==> src/rtl/atten_pkg.sv <==
package atten_pkg;

    localparam int WORD_W = 6;     // code width sent to the device
    localparam int MAX_DB = 31;    // largest whole-dB value accepted

    typedef enum logic [1:0] {
        ERR_NONE  = 2'b00,
        ERR_NODEV = 2'b01,
        ERR_RANGE = 2'b10
    } err_e;

    typedef enum logic [2:0] {
        SQ_IDLE,
        SQ_SETUP,
        SQ_CLKHI,
        SQ_GAP,
        SQ_LATCH
    } seq_e;

endpackage

==> src/rtl/atten_req_check.sv <==
module atten_req_check
    import atten_pkg::*;
#(
    parameter int NUM_CH = 8,
    parameter int NUM_ST = 2,
    parameter int CH_W   = 4,
    parameter int ST_W   = 2,
    parameter int QDB_W  = 8,
    parameter int SEL_W  = 4
) (
    input  logic [CH_W-1:0]   chan,
    input  logic [ST_W-1:0]   stage,
    input  logic [QDB_W-1:0]  qdb,
    output err_e              err,
    output logic [WORD_W-1:0] word,
    output logic [SEL_W-1:0]  sel
);
    logic [QDB_W-1:0] whole_db;
    logic             dev_bad;
    logic             range_bad;
    int               sel_full;

    always_comb begin
        whole_db  = qdb >> 2;
        dev_bad   = (chan == '0) || (int'(chan) > NUM_CH) ||
                    (stage == '0) || (int'(stage) > NUM_ST);
        range_bad = (int'(whole_db) > MAX_DB);
        // half-dB bit is forced to zero; upper bits carry whole dB
        word      = {whole_db[WORD_W-2:0], 1'b0};
        sel_full  = (int'(chan) - 1) * NUM_ST + int'(stage) - 1;
        sel       = sel_full[SEL_W-1:0];
        if (dev_bad)        err = ERR_NODEV;
        else if (range_bad) err = ERR_RANGE;
        else                err = ERR_NONE;
    end
endmodule

==> src/rtl/atten_le_decode.sv <==
module atten_le_decode #(
    parameter int NUM_LE = 16,
    parameter int SEL_W  = 4
) (
    input  logic              en,
    input  logic [SEL_W-1:0]  sel,
    output logic [NUM_LE-1:0] le
);
    for (genvar gi = 0; gi < NUM_LE; gi++) begin : g_le
        assign le[gi] = en && (sel == SEL_W'(gi));
    end
endmodule

==> src/rtl/atten_loader.sv <==
module atten_loader
    import atten_pkg::*;
#(
    parameter int NUM_CH       = 8,
    parameter int NUM_ST       = 2,
    parameter int QDB_W        = 8,
    parameter int DIV_W        = 8,
    parameter int CLK_PERIOD_PS = 4000,
    parameter int MIN_PULSE_PS  = 30000,
    localparam int NUM_LE  = NUM_CH * NUM_ST,
    localparam int CH_W    = $clog2(NUM_CH + 1),
    localparam int ST_W    = $clog2(NUM_ST + 1),
    localparam int SEL_W   = (NUM_LE > 1) ? $clog2(NUM_LE) : 1,
    localparam int BIT_W   = $clog2(WORD_W)
) (
    input  logic              clk,
    input  logic              rst_n,
    input  logic [DIV_W-1:0]  div_cfg,
    input  logic              req_valid,
    input  logic [CH_W-1:0]   req_chan,
    input  logic [ST_W-1:0]   req_stage,
    input  logic [QDB_W-1:0]  req_qdb,
    output logic              busy,
    output logic              done,
    output logic [1:0]        err_code,
    output logic              ser_data,
    output logic              ser_clk,
    output logic [NUM_LE-1:0] latch_en
);
    localparam int MIN_RAW = (MIN_PULSE_PS + CLK_PERIOD_PS - 1) / CLK_PERIOD_PS;
    localparam int MIN_CYC = (MIN_RAW < 1) ? 1 : MIN_RAW;
    localparam logic [DIV_W-1:0] MIN_CNT = DIV_W'(MIN_CYC);

    typedef struct packed {
        seq_e              st;
        logic [DIV_W-1:0]  cnt;
        logic [DIV_W-1:0]  plen;
        logic [BIT_W-1:0]  bitn;
        logic [WORD_W-1:0] word;
        logic [SEL_W-1:0]  sel;
        logic              sclk;
        logic              sdat;
        logic              le_on;
        logic              busy;
        logic              done;
        err_e              err;
    } regs_t;

    regs_t r_q, r_d;

    err_e              chk_err;
    logic [WORD_W-1:0] chk_word;
    logic [SEL_W-1:0]  chk_sel;
    logic [DIV_W-1:0]  plen_req;

    atten_req_check #(
        .NUM_CH(NUM_CH), .NUM_ST(NUM_ST), .CH_W(CH_W), .ST_W(ST_W),
        .QDB_W(QDB_W), .SEL_W(SEL_W)
    ) i_check (
        .chan (req_chan),
        .stage(req_stage),
        .qdb  (req_qdb),
        .err  (chk_err),
        .word (chk_word),
        .sel  (chk_sel)
    );

    atten_le_decode #(.NUM_LE(NUM_LE), .SEL_W(SEL_W)) i_decode (
        .en (r_q.le_on),
        .sel(r_q.sel),
        .le (latch_en)
    );

    assign plen_req = (div_cfg < MIN_CNT) ? MIN_CNT : div_cfg;

    always_comb begin
        r_d      = r_q;
        r_d.done = 1'b0;
        r_d.cnt  = (r_q.cnt != '0) ? r_q.cnt - 1'b1 : r_q.cnt;
        unique case (r_q.st)
            SQ_IDLE: begin
                if (req_valid) begin
                    r_d.err = chk_err;
                    if (chk_err != ERR_NONE) begin
                        r_d.done = 1'b1;
                    end else begin
                        r_d.st   = SQ_SETUP;
                        r_d.busy = 1'b1;
                        r_d.plen = plen_req;
                        r_d.cnt  = plen_req - 1'b1;
                        r_d.word = chk_word;
                        r_d.sel  = chk_sel;
                        r_d.bitn = BIT_W'(WORD_W - 1);
                        r_d.sdat = chk_word[WORD_W-1];
                    end
                end
            end
            SQ_SETUP: begin
                if (r_q.cnt == '0) begin
                    r_d.st   = SQ_CLKHI;
                    r_d.sclk = 1'b1;
                    r_d.cnt  = r_q.plen - 1'b1;
                end
            end
            SQ_CLKHI: begin
                if (r_q.cnt == '0) begin
                    r_d.sclk = 1'b0;
                    r_d.cnt  = r_q.plen - 1'b1;
                    if (r_q.bitn == '0) begin
                        r_d.st   = SQ_GAP;
                        r_d.sdat = 1'b0;
                    end else begin
                        r_d.st   = SQ_SETUP;
                        r_d.bitn = r_q.bitn - 1'b1;
                        r_d.sdat = r_q.word[r_q.bitn - 1'b1];
                    end
                end
            end
            SQ_GAP: begin
                if (r_q.cnt == '0) begin
                    r_d.st    = SQ_LATCH;
                    r_d.le_on = 1'b1;
                    r_d.cnt   = r_q.plen - 1'b1;
                end
            end
            SQ_LATCH: begin
                if (r_q.cnt == '0) begin
                    r_d.st    = SQ_IDLE;
                    r_d.le_on = 1'b0;
                    r_d.busy  = 1'b0;
                    r_d.done  = 1'b1;
                end
            end
            default: r_d.st = SQ_IDLE;
        endcase
    end

    always_ff @(posedge clk or negedge rst_n) begin
        if (!rst_n) begin
            r_q <= '{st: SQ_IDLE, err: ERR_NONE, default: '0};
        end else begin
            r_q <= r_d;
        end
    end

    assign busy     = r_q.busy;
    assign done     = r_q.done;
    assign err_code = r_q.err;
    assign ser_data = r_q.sdat;
    assign ser_clk  = r_q.sclk;
endmodule

==> config.mk <==
export PLATFORM = sky130hd
export DESIGN_NAME = atten_loader
export DESIGN_NICKNAME = d
export VERILOG_FILES = /design/src/rtl/atten_pkg.sv /design/src/rtl/atten_req_check.sv /design/src/rtl/atten_le_decode.sv /design/src/rtl/atten_loader.sv
export SDC_FILE = /design/constraint.sdc
export NUM_CORES = 1
export LEC_CHECK = 0
export CAP_MARGIN = 15
export CORE_AREA = 10 10 111 123
export DETAILED_ROUTE_END_ITERATION = 10
export DIE_AREA = 0 0 121 133
export DONT_BUFFER_PORTS = 1
export HOLD_SLACK_MARGIN = 0.08
export PLACE_DENSITY_LB_ADDON = 0.12
export REMOVE_ABC_BUFFERS = 1
export SYNTH_ARGS = -nofsm -noshare
export SYNTH_HDL_FRONTEND = slang
export SYNTH_HIERARCHICAL = 1
export SYNTH_SLANG_ARGS = --single-unit
==> constraint.sdc <==
create_clock -name clk -period 2 [get_ports clk]
set_input_delay 0 -clock clk [delete_from_list [all_inputs] [get_ports clk]]
set_output_delay 0 -clock clk [all_outputs]
set_load 0.01 [all_outputs]
Yosys cells after proc, flatten, opt, wreduce, memory -nomap -nowiden
Cells that the tools add are included.
- register bits after elaboration: 38
- bits in latches: 0
- RAM bits: 0
- bits in read-only memories: 0
- input bits: 25
- output and inout port bits: 22
- logic and storage cells: 121
- memories: 0
- $add $sub $neg: 7
- multiply operators: 0
- div/mod/pow operators: 0
- $lt $le $gt $ge: 5
- equal/unequal tests: 26
- shift-type cells: 0
- multiplexer cells: 31
- bitwise operators: 1
- reductions and logical operators: 39
- operators with widths (operator ; count):
    $mux 32 ; 2
    $mux 11 ; 3
    $eq 4x4->1 const B ; 8
    $pmux 8 s4 ; 1
    $sub 8x1->8 const B ; 3
    $eq 4x3->1 const B ; 4
    $logic_and 1x1->1 ; 16
    $mux 8 ; 2
    $pmux 3 s5 ; 1
    $ne 2x2->1 const B ; 7
    $mux 3 ; 4
    $reduce_bool 2->1 ; 5
    $reduce_and 3->1 ; 3
    $eq 4x2->1 const B ; 2
    $logic_not 4->1 ; 2
    $logic_not 8->1 ; 1
    $lt 8x4->1 const B ; 1
    $mux 2 ; 4
    $reduce_and 4->1 ; 2
    $reduce_bool 8->1 ; 1
    $mux 1 ; 7
    $eq 3x2->1 const B ; 2
    $gt 6x5->1 const B ; 1
    $logic_not 3->1 ; 2
    other kinds (20) ; 25

Longest topological paths before layout
Gate-level depths: netlist (run 1).
- depth in word-level cells: 9
- gate-level depth with buffers: 12
- gate-level depth less buffers: 10

Modules after synthesis
The synthesis (run 1) kept the hierarchy.
- by module, submodules not included (module ; instances ; cells an instance ; area each (sq um) ; sequential area each (sq um)):
    atten_loader ; 1 ; 255 ; 2372.3 ; 975.9
    atten_req_check ; 1 ; 28 ; 211.5 ; 0.0
    atten_le_decode ; 1 ; 23 ; 117.6 ; 0.0

Least setup slack after synthesis (run 1)
OpenSTA, ideal clock, no wires.
- path kind: input to register
- start point: in div_cfg[4]
- end point: reg r_q[34] (netlist bit)
- library setup time: 128 ps
- arrival: 1876 ps
- data required time: 1872 ps
- setup slack: -3 ps
- stages: 8
- path buffers: 1
- cells stage by stage: clkbuf_1 -> or4_1 -> o21ai_0 -> ha_1 -> or3b_1 -> o31a_1 -> nor3_1 -> o22ai_1
- RTL lines (element ; line ; source):
    start, declared ; atten_loader.sv:18 ; input logic [DIV_W-1:0] div_cfg,
    end signal, assigned ; atten_loader.sv:142 ; r_q <= r_d;
    end, declared ; atten_loader.sv:49 ; regs_t r_q, r_d;

Final worst setup path (run 1)
- start point: in req_stage[0]
- end point: reg r_q[19] (netlist bit)
- word-level cells in the longest chain between the ends: 7
- elaborated cells on any way between the ends: 8
- classes of those cells: order compare (1); eq/ne (1); mux (1); reduce/logical (5)
- RTL lines (element ; line ; source):
    start, declared ; atten_loader.sv:21 ; input logic [ST_W-1:0] req_stage,
    parallel branches: the longest is 2 deep, another holds $gt 2x2->1 ; n/a ;
    $logic_or 1x1->1 (*) ; atten_req_check.sv:26 ; (stage == '0) || (int'(stage) > NUM_ST);
    $mux 2 (*) ; atten_req_check.sv:32 ; if (dev_bad) err = ERR_NODEV;
    named net chk_err[1] ; atten_loader.sv:51 ; err_e chk_err;
    $reduce_bool 2->1 (*) ; atten_loader.sv:84 ; if (chk_err != ERR_NONE) begin
    $ne 2x2->1 (no source line) (*) ; n/a ;
    $reduce_and 5->1 (no source line) (*) ; n/a ;
Mark *: on every way through the listed nets, which the timed path passes.
A chain may end at the register's enable or synchronous reset.

==> results of run 1 <==
==> sequential cells by signal, summed over array words and instances, names as in the netlist <==
signal    count
err_code      2
ser_data      1
r_q          33
busy          1
ser_clk       1
done          1
==> final cells by class <==
type / instances / area [um^2] / area share
multi-input cells: 227 / 1510 / 0.453
flip-flops and latches: 39 / 976 / 0.292
repair buffers: 47 / 433 / 0.130
well taps: 150 / 188 / 0.0562
clock buffers: 5 / 125 / 0.0374
inverters: 17 / 63.8 / 0.0191
clock inverters: 3 / 43.8 / 0.0131
==> per-stage QoR <==
stage	util	hold WS, ns	worst slack (ns)
6_report	0.297	0.0862	0.145
5_1_grt	0.297	0.0986	0.0114
4_1_cts	0.294	0.0838	0.101
3_5_place_dp	0.258	-0.294	-0.0559
3_3_place_gp	0.258	-0.293	-0.0105
2_1_floorplan	-	-0.296	-0.0360
==> power groups by stage <==
stage	logic (W)	registers (W)	clock network [W]
after detailed placement	0.000529	0.00107	0
after CTS	0.000600	0.00106	0.000944
final	0.000592	0.00106	0.000917
after floorplan	0.000387	0.00104	0
after global placement	0.000523	0.00107	0
after global routing	0.000670	0.00109	0.000975
==> kinds of logic (layout without fill, tap and decap cells) <==
family | after synthesis | in the layout | synth area share
AOI/OAI and AO/OA | 56 | 56 | 0.159
xor gates and xnor gates | 13 | 13 | 0.0421
adders and majority gates | 9 | 9 | 0.0445
buffers and inverters | 40 | 72 | 0.0838
DFF | 39 | 39 | 0.361
muxes | 7 | 7 | 0.0324
other | 1 | 1 | 0.00139
and+or+nand+nor | 141 | 141 | 0.275
==> path summary, 6_finish.rpt <==
path,cells after the start,to,start,slack [ns]
max in group asynchronous,2,done,rst_n,1.57
min in group asynchronous,2,r_q[18],rst_n,0.23
max reg2reg,7,r_q[18],r_q[28],0.19
min,3,r_q[20],div_cfg[3],0.09
max,8,r_q[19],req_stage[0],0.14
min reg2reg,2,r_q[15],r_q[15],0.48
==> synthesized netlist by cell type, types with 4 or more instances <==
library cell / instances
a21oi_1: 8
buf_2: 4
buf_4: 11
buf_6: 4
clkbuf_1: 4
dfrtp_1: 39
ha_1: 8
inv_1: 17
nand2_1: 56
nand2b_1: 6
nand3_1: 4
nor2_1: 26
nor3_1: 13
nor4_1: 5
o21ai_0: 7
o21ai_1: 7
o221ai_2: 4
or3_1: 4
xnor2_1: 8
xor2_1: 5
==> metal layers <==
metal,global-route usage,share of wire
met1,0.115,0.46
met2,0.150,0.47
met3,0.0255,0.060
met4,0.0282,0.012
met5,0,0
==> timing repair <==
item | in CTS | in global routing
gates resized for setup | 0 | 3
setup buffers | 0 | 3
endpoints found under the setup margin | 0 | 2
endpoints found under the hold margin | 65 | 0
hold buffers | 23 | 0
==> worst max-delay path, stage by stage <==
cell and delay (ns):
dlygate4sd3_1 0.59, xor2_1 0.18, and3_1 0.22, nor2_1 0.24
nand2_2 0.17, buf_4 0.24, a221oi_2 0.25, a2bb2oi_1 0.17
==> flow_summary.ini, run 1 <==
[run_status]
status = complete, no violations

[cts]
worst_skew_pair.late_latency_ns = 0.29
root_buffer = clkbuf_16
sinks_on_the_clock_net = 39
clk_path_buf_depth = 2
tritoncts = yes
cts-buffers-inserted = 5
clk_pin_slew_ns = 0.06
cts-htree-levels = 2

[timing]
maxSlewViolCount = 0
finalSetupViolations = 0
finalWorstPathRequiredPeriod_ns = 1.86
timing.fmax_mhz = 539
max-slew-margin-rel = 0.585
timing_hold_violations_final = 0
grt_setup_unrepaired = false
fin_crit_sh = 0.928
fin_setup_tns_ns = 0
timing_worst_slew_pin_value_ns = 0.617
final.setup_skew_ns = 0.0102

[layout]
layout.cells.most_common_list = nand2_1, dfrtp_1, nor2_1
postLayoutCellArea_um2 = 3340
layout-drive-gt1-share = 0.163
finish.net_count = 371
final_common_cell = nand2_1
fillerInstances = 1208
n_antenna_cell = 0
finalNonFillerCells = 488
area_growth_pct = 23.7

[power_and_ir_drop]
p_sw_w = 0.000773
leakagePower_nw = 1.45
power_density_relative_to_cell_area_nw_per_um2 = 770
post-layout-total-power_w = 0.00257
max-vdd-ir-drop_mv = 0.312
power.internal_w = 0.00180
swShare = 0.301
share_seq_of_total_power = 0.413
combinationalPowerShare = 0.230
power_frac_clock = 0.356

[route]
route.detailed.vias_per_inst = 4.60
wire_per_inst_um = 14.8
antenna_viol_nets_final = 0
drcViolationCount = 0
firstDrtPassIters = 4
starting_drc_count_in_detailed_routing = 84
routed_wirelength_mm = 7.23
dr_total_vias = 2247

[job]
max_cap_violations = 0

[logic_synthesis]
ys.flop_type = dfrtp_1
async_set_or_reset_flop_fraction_in_the_synthesized_netlist = 1.00
netlist_area_um2 = 2700
synth.area.top_cells = dfrtp_1, nand2_1, ha_1
postSynthRegisterBits = 39
synth_warnings = 6
synth.yosys.seq_area_share = 0.361
yosys.area.top_type = dfrtp_1
synth_largest_type_area_fraction = 0.361
post_synth_num_cell_types = 63
syn-mean-instance-area_um2 = 8.83
syn-instance-count = 306
edff_count_synth = 0

[placed_design]
place.detailed.hpwl_mm = 5.42
placed_cells_incl_taps = 454
io_buffers = 0
placedInstanceArea_um2 = 2900
routabilityCongestion = 0.740

[worst_setup_path]
critical_path_required_ns = 2.21
cp_data_arrival_time_ns = 2.07
max_fanout_on_critical_path = 14
category_of_the_critical_setup_timing_path = in -> reg
worstSetupStartpointType = input port
worst_setup_path_end_kind = register

[global_routing]
first_global_vias = 2308
grt_start_max_net_pins = 40
number_of_antenna_violations_at_the_first_check_in_global_routing = 0
grt_first_pass_wirelength_mm = 12.2
globalRouteOverflowTotal = 0
grt_util_all_layers = 0.0922

[floorplanning]
chipHeight_um = 133
fp.dieW_um = 121
die_outline_area_um2 = 16100
placeableCoreArea_um2 = 11200
start_util = 0.240
fp-row-count = 41
top_level_ports = 47

[min_path]
worst_hold_path_type = in -> reg
No activity file was read; power rests on OpenSTA's default activity.
==> inputs of run 2 (changes only) <==
--- a/config.mk
+++ b/config.mk
@@ -6,9 +6,9 @@
 export NUM_CORES = 1
 export LEC_CHECK = 0
 export CAP_MARGIN = 15
-export CORE_AREA = 10 10 111 123
+export CORE_AREA = 10 10 104 130
 export DETAILED_ROUTE_END_ITERATION = 10
-export DIE_AREA = 0 0 121 133
+export DIE_AREA = 0 0 114 140
 export DONT_BUFFER_PORTS = 1
 export HOLD_SLACK_MARGIN = 0.08
 export PLACE_DENSITY_LB_ADDON = 0.12
==> run 2 against run 1 <==
Net effect:
- hold slack got worse by 0.0086 ns
- cell count fell by 3.1%
- register-to-register slack barely moved
- worst setup slack improved by 0.024 ns
- clock power rose by 3.1%
- cell area fell by 0.79%
- count of clock-buffer cells in the layout rose by 1
- global-route usage rose by 0.074 points
- wire length rose by 0.62%
- core utilization rose by 0.46 points
- critical path depth fell by 2
- clock skew fell by 0.0052 ns
==> flow_summary.ini, run 2 (synthesized netlist as in run 1, its figures left out) <==
[layout]
post_layout_utilization_of_the_core = 0.302
final_common_cell = nand2_1
finish.net_count = 371
largest_register_ff_count = 33
area_growth_pct = 22.7
layout.cells.most_common_list = nand2_1, dfrtp_1, nor2_1
max_flop_register = r_q
n_antenna_cell = 0
layout-drive-gt1-share = 0.157
finalNonFillerCells = 473

[power_and_ir_drop]
max-vdd-ir-drop_mv = 0.407
power.internal_w = 0.00185
combinationalPowerShare = 0.245
share_seq_of_total_power = 0.395
leakagePower_nw = 1.45
p_sw_w = 0.000769
power_frac_clock = 0.360
power_density_relative_to_cell_area_nw_per_um2 = 791
swShare = 0.293

[worst_setup_path]
path_delay_family = buffers and inverters
worstSetupStartpointType = input port
timing.critical_path.buf_inv = 2
most_frequent_cell_on_critical_path = dlygate4sd3_1
critPathLaunch = div_cfg[3]
crit_chain = dlygate4sd3_1 -> nor4_2 -> dlygate4sd3_1 -> nand2_1 -> o211ai_1 -> o221ai_2
cp_data_arrival_time_ns = 1.99
category_of_the_critical_setup_timing_path = in -> reg
worstReg2RegStart = r_q[29]
worst_setup_path_end_kind = register
critical_path_required_ns = 2.15
cpMaxStageDelayCell = dlygate4sd3_1
critical_path.max_stage_delay_ns = 0.63
max_fanout_on_critical_path = 5

[cts]
tritoncts = yes
clk_path_buf_depth = 2
cts-buffers-inserted = 5
worst_skew_pair.late_latency_ns = 0.28
cts_post_setup_buffers_inserted = 0
sinks_on_the_clock_net = 39
cts-htree-levels = 2
clk_pin_slew_ns = 0.06
root_buffer = clkbuf_16

[route]
routed_wirelength_mm = 7.27
antenna_viol_nets_final = 0
route.detailed.vias_per_inst = 4.66
wire_per_inst_um = 15.4
starting_drc_count_in_detailed_routing = 89
firstDrtPassIters = 4
drcViolationCount = 0
dr_total_vias = 2205

[global_routing]
globalRouteOverflowTotal = 0
number_of_antenna_violations_at_the_first_check_in_global_routing = 0
grt_util_all_layers = 0.0929
first_global_vias = 2231
grt_first_pass_wirelength_mm = 12.1
grt_start_max_net_pins = 40

[min_path]
worst_hold_path_type = in -> reg
hold_path.startpoint = div_cfg[3]

[timing]
final.setup_skew_ns = 0.00503
maxSlewViolCount = 0
max-slew-margin-rel = 0.607
grt_setup_unrepaired = false
timing_hold_violations_final = 0
fin_crit_sh = 0.916
finalWorstPathRequiredPeriod_ns = 1.83
timing_worst_slew_pin_value_ns = 0.584
timing.fmax_mhz = 546
fin_setup_tns_ns = 0
finalSetupViolations = 0

[placed_design]
routabilityCongestion = 0.715
placed_cells_incl_taps = 442
place.detailed.hpwl_mm = 5.41
io_buffers = 0

[floorplanning]
chipHeight_um = 140
start_util = 0.246
die_outline_area_um2 = 16000
placeableCoreArea_um2 = 11000
top_level_ports = 47
fp.dieW_um = 114
fp-row-count = 43

[run_status]
status = complete, no violations

[job]
max_cap_violations = 0
[run 2: worst paths after layout]
path | endpoint | slack, ns | depth (start not counted)
max | r_q[35] | 0.17 | 6
min | r_q[20] | 0.08 | 3
max reg2reg | r_q[18] | 0.18 | 7
min reg2reg | r_q[13] | 0.47 | 2
max in group asynchronous | r_q[31] | 1.58 | 2
min in group asynchronous | r_q[14] | 0.21 | 2
[run 2: cell type report]
class / count / area (um^2)
inverters: 17 / 63.8
fillers: 1197 / 7660
clock buffers: 6 / 139
well taps: 135 / 169
multi-input cells: 227 / 1510
clock inverters: 2 / 35.0
repair buffers: 47 / 428
flip-flops and latches: 39 / 976
[run 2: metrics by stage]
step	hold WS, ns	power [W]	setup slack [ns]	area [um^2]
2_1_floorplan	-0.296	0.00143	-0.0360	2540
3_3_place_gp	-0.293	0.00164	-0.0331	2890
3_5_place_dp	-0.293	0.00164	-0.0896	2890
4_1_cts	0.0839	0.00267	0.0577	3310
5_1_grt	0.0988	0.00279	0.0104	3320
6_report	0.0775	0.00262	0.169	3320
[run 2: tightest hold or removal path: stages]
cell     delay (ns)
o21ai_1        0.08
buf_4          0.15
o21ai_1        0.10
[run 2: per-layer routing]
layer	GRT usage	vias up	share of wire
met4	0.0178	0	0.0078
met3	0.0286	4	0.049
met1	0.116	1044	0.45
met2	0.153	38	0.50
li1	-	1119	-
met5	0	-	0
[run 2: power groups by stage]
stage	Combinational (W)	Clock, W	Sequential, W
floorplan	0.000387	0	0.00104
global placement	0.000583	0	0.00105
detailed placement	0.000584	0	0.00105
CTS	0.000655	0.000974	0.00104
global route	0.000732	0.000998	0.00106
finish	0.000643	0.000945	0.00104
[run 2: timing repair]
action	in CTS	in global routing
setup endpoints to repair	0	1
hold buffers	23	0
resized for setup	0	1
endpoints found under the hold margin	65	0
==> inputs of run 3 (changes only) <==
--- a/config.mk
+++ b/config.mk
@@ -5,14 +5,17 @@
 export SDC_FILE = /design/constraint.sdc
 export NUM_CORES = 1
 export LEC_CHECK = 0
+export ABC_AREA = 1
 export CAP_MARGIN = 15
-export CORE_AREA = 10 10 104 130
+export CORE_AREA = 10 10 105 130
 export DETAILED_ROUTE_END_ITERATION = 10
-export DIE_AREA = 0 0 114 140
+export DIE_AREA = 0 0 115 140
 export DONT_BUFFER_PORTS = 1
 export HOLD_SLACK_MARGIN = 0.08
 export PLACE_DENSITY_LB_ADDON = 0.12
+export RECOVER_POWER = 50
 export REMOVE_ABC_BUFFERS = 1
+export SETUP_SLACK_MARGIN = 0.3
 export SYNTH_ARGS = -nofsm -noshare
 export SYNTH_HDL_FRONTEND = slang
 export SYNTH_HIERARCHICAL = 1
==> run 3 against run 2 <==
Net effect:
- worst setup slack improved by 0.20 ns
- core utilization decreased by 0.89 points
- count of clock-buffer cells in the layout increased by 2
- clock power decreased by 9.7%
- register-to-register slack improved by 0.19 ns
- cell area decreased by 2.0%
- largest cell class unchanged
- largest power group is now the clock network
- clock skew decreased by 0.0027 ns
- power decreased by 29%
- wire length increased by 3.3%
- first-iteration DRC count increased by 18%
==> flow_summary.ini, run 3 <==
[run_status]
status = complete, no violations

[route]
route.detailed.vias_per_inst = 4.43
routed_wirelength_mm = 7.51
starting_drc_count_in_detailed_routing = 105
antenna_viol_nets_final = 0
wire_per_inst_um = 13.5
firstDrtPassIters = 4
drcViolationCount = 0
dr_total_vias = 2473

[logic_synthesis]
synth.area.top_cells = dfrtp_1, nand2_1, nor2_1
syn-mean-instance-area_um2 = 6.86
synthMostInstantiatedCell = nand2_1
ys.flop_type = dfrtp_1
postSynthRegisterBits = 39
synth.yosys.seq_area_share = 0.358
syn-instance-count = 397
async_set_or_reset_flop_fraction_in_the_synthesized_netlist = 1.00
edff_count_synth = 0
netlist_area_um2 = 2720
post_synth_num_cell_types = 32
synth_warnings = 6
synth_largest_type_area_fraction = 0.358
synthTopCellsByCount = nand2_1, nor2_1, inv_1, dfrtp_1, nand3_1
yosys.area.top_type = dfrtp_1

[power_and_ir_drop]
power.internal_w = 0.00142
power_frac_clock = 0.458
max-vdd-ir-drop_mv = 0.292
combinationalPowerShare = 0.100
p_sw_w = 0.000444
share_seq_of_total_power = 0.442
power_density_relative_to_cell_area_nw_per_um2 = 573
swShare = 0.238
leakagePower_nw = 1.63

[cts]
clk_pin_slew_ns = 0.06
clk_path_buf_depth = 2
cts-htree-levels = 2
root_buffer = clkbuf_16
worst_skew_pair.late_latency_ns = 0.28
cts-buffers-inserted = 5
tritoncts = yes
sinks_on_the_clock_net = 39

[timing]
timing.fmax_mhz = 612
timing_worst_slew_pin_value_ns = 1.00
timing_hold_violations_final = 0
grt_setup_unrepaired = true
max-slew-margin-rel = 0.331
final.setup_skew_ns = 0.00231
maxSlewViolCount = 0
finalWorstPathRequiredPeriod_ns = 1.63
worst_hold_slack_ns = 0.0652
fin_setup_tns_ns = 0
fin_crit_sh = 0.817
finalSetupViolations = 0
final_critical_path_setup_slack_ns = 0.367

[worst_setup_path]
path_delay_family = simple AND/OR/NAND/NOR gates
category_of_the_critical_setup_timing_path = reg -> reg
timing.critical_path.buf_inv = 1
crit_chain = nor2_1 -> nand2_1 -> nor2_1 -> nand2_1 -> nand2_1 -> dlygate4sd3_1
critical_path_required_ns = 2.22
critical_path.max_stage_delay_ns = 0.53
most_frequent_cell_on_critical_path = nand2_1
worst_setup_path_end_kind = register
worstSetupStartpointType = register
cpMaxStageDelayCell = dlygate4sd3_1
max_fanout_on_critical_path = 6
cp_data_arrival_time_ns = 1.85

[layout]
layout.cells.most_common_list = nand2_1, nor2_1, inv_1
fillerInstances = 1228
layout-drive-gt1-share = 0.0946
largest_register_ff_count = 33
max_flop_register = r_q
finish.net_count = 456
n_antenna_cell = 0
final_common_cell = nand2_1
area_growth_pct = 19.3

[floorplanning]
die_outline_area_um2 = 16100
start_util = 0.246
chipHeight_um = 140
fp-row-count = 43
fp.dieW_um = 115
top_level_ports = 47
placeableCoreArea_um2 = 11100

[placed_design]
pre_cts_slack_ns = 0.238
routabilityCongestion = 0.812
place.detailed.hpwl_mm = 5.75
io_buffers = 0

[global_routing]
grt_first_pass_wirelength_mm = 12.3
grt_util_all_layers = 0.0938
first_global_vias = 2466
number_of_antenna_violations_at_the_first_check_in_global_routing = 0
grt_start_max_net_pins = 40
globalRouteOverflowTotal = 0

[min_path]
worst_hold_path_type = in -> reg

[job]
max_cap_violations = 0
-- run 3: cell types whose count changed after synthesis, sizes merged, moves of 6 or more --
cell / previous run / this run
inv: 17 / 53
nand2: 58 / 119
nand2b: 6 / 0
nand3: 4 / 38
nand4: 1 / 11
nor2: 26 / 67
nor3: 14 / 1
o221ai: 6 / 0
-- run 3: timing repair --
action	CTS	global route
buffers inserted	0	6
hold endpoints to repair	65	0
gates cloned	0	1
gates resized for setup	1	5
pin swaps	1	2
hold buffers	21	0
setup endpoints to repair	2	21
-- run 3: path summary, 6_finish.rpt --
kind / slack (ns) / cells after the start / endpoint / from
max in group asynchronous: 0.87 / 2 / r_q[37] / rst_n
min in group asynchronous: 0.45 / 2 / r_q[31] / rst_n
worst min-delay path: 0.07 / 4 / r_q[34] / div_cfg[6]
worst max-delay path: 0.37 / 6 / err_code[0] / r_q[37]
worst min register to register: 0.47 / 2 / r_q[12] / r_q[12]
worst max register to register: 0.37 / 6 / err_code[0] / r_q[37]
-- run 3: cell type report --
type / instances / area [um^2] / area share
clock buffers: 8 / 156 / 0.0481
well taps: 135 / 169 / 0.0520
repair buffers: 31 / 280 / 0.0863
inverters: 54 / 203 / 0.0624
flip-flops and latches: 39 / 977 / 0.301
multi-input cells: 291 / 1460 / 0.451
-- run 3: cell families after synthesis --
logic type | Yosys count | share of synthesized area
flops | 39 | 0.358
simple gates | 240 | 0.390
xor+xnor | 8 | 0.0257
compound gates | 32 | 0.0643
other cells | 1 | 0.00138
buf+inv | 68 | 0.116
fa+ha+maj | 9 | 0.0441
-- run 3: worst min-delay path, cell delays in order --
cell     delay (ns)
inv_1          0.03
o21ai_0        0.06
nand3_1        0.11
nand3_1        0.11
-- run 3: through the flow --
stage	instance area, um^2	power, W	util	std cells
after global placement	2810	0.000970	0.253	522
after floorplan	2610	0.000941	-	383
after detailed placement	2810	0.000970	0.253	522
final	3250	0.00186	0.293	558
after global routing	3250	0.00195	0.293	558
after CTS	3190	0.00190	0.288	551
-- run 3: power groups by stage --
stage,Combinational (W),Clock [W],Sequential [W]
after floorplan,0.000109,0,0.000832
after global placement,0.000134,0,0.000837
after detailed placement,0.000134,0,0.000836
after CTS,0.000196,0.000879,0.000822
after global routing,0.000218,0.000910,0.000825
final,0.000187,0.000853,0.000822
-- run 3: metal layers --
metal / GRT usage / wire length (um) / vias to the layer above
met5: 0 / 0 / -
met4: 0.0346 / 130 / 0
met3: 0.0269 / 382 / 9
met2: 0.159 / 3730 / 46
met1: 0.108 / 3270 / 1134
li1: - / - / 1284
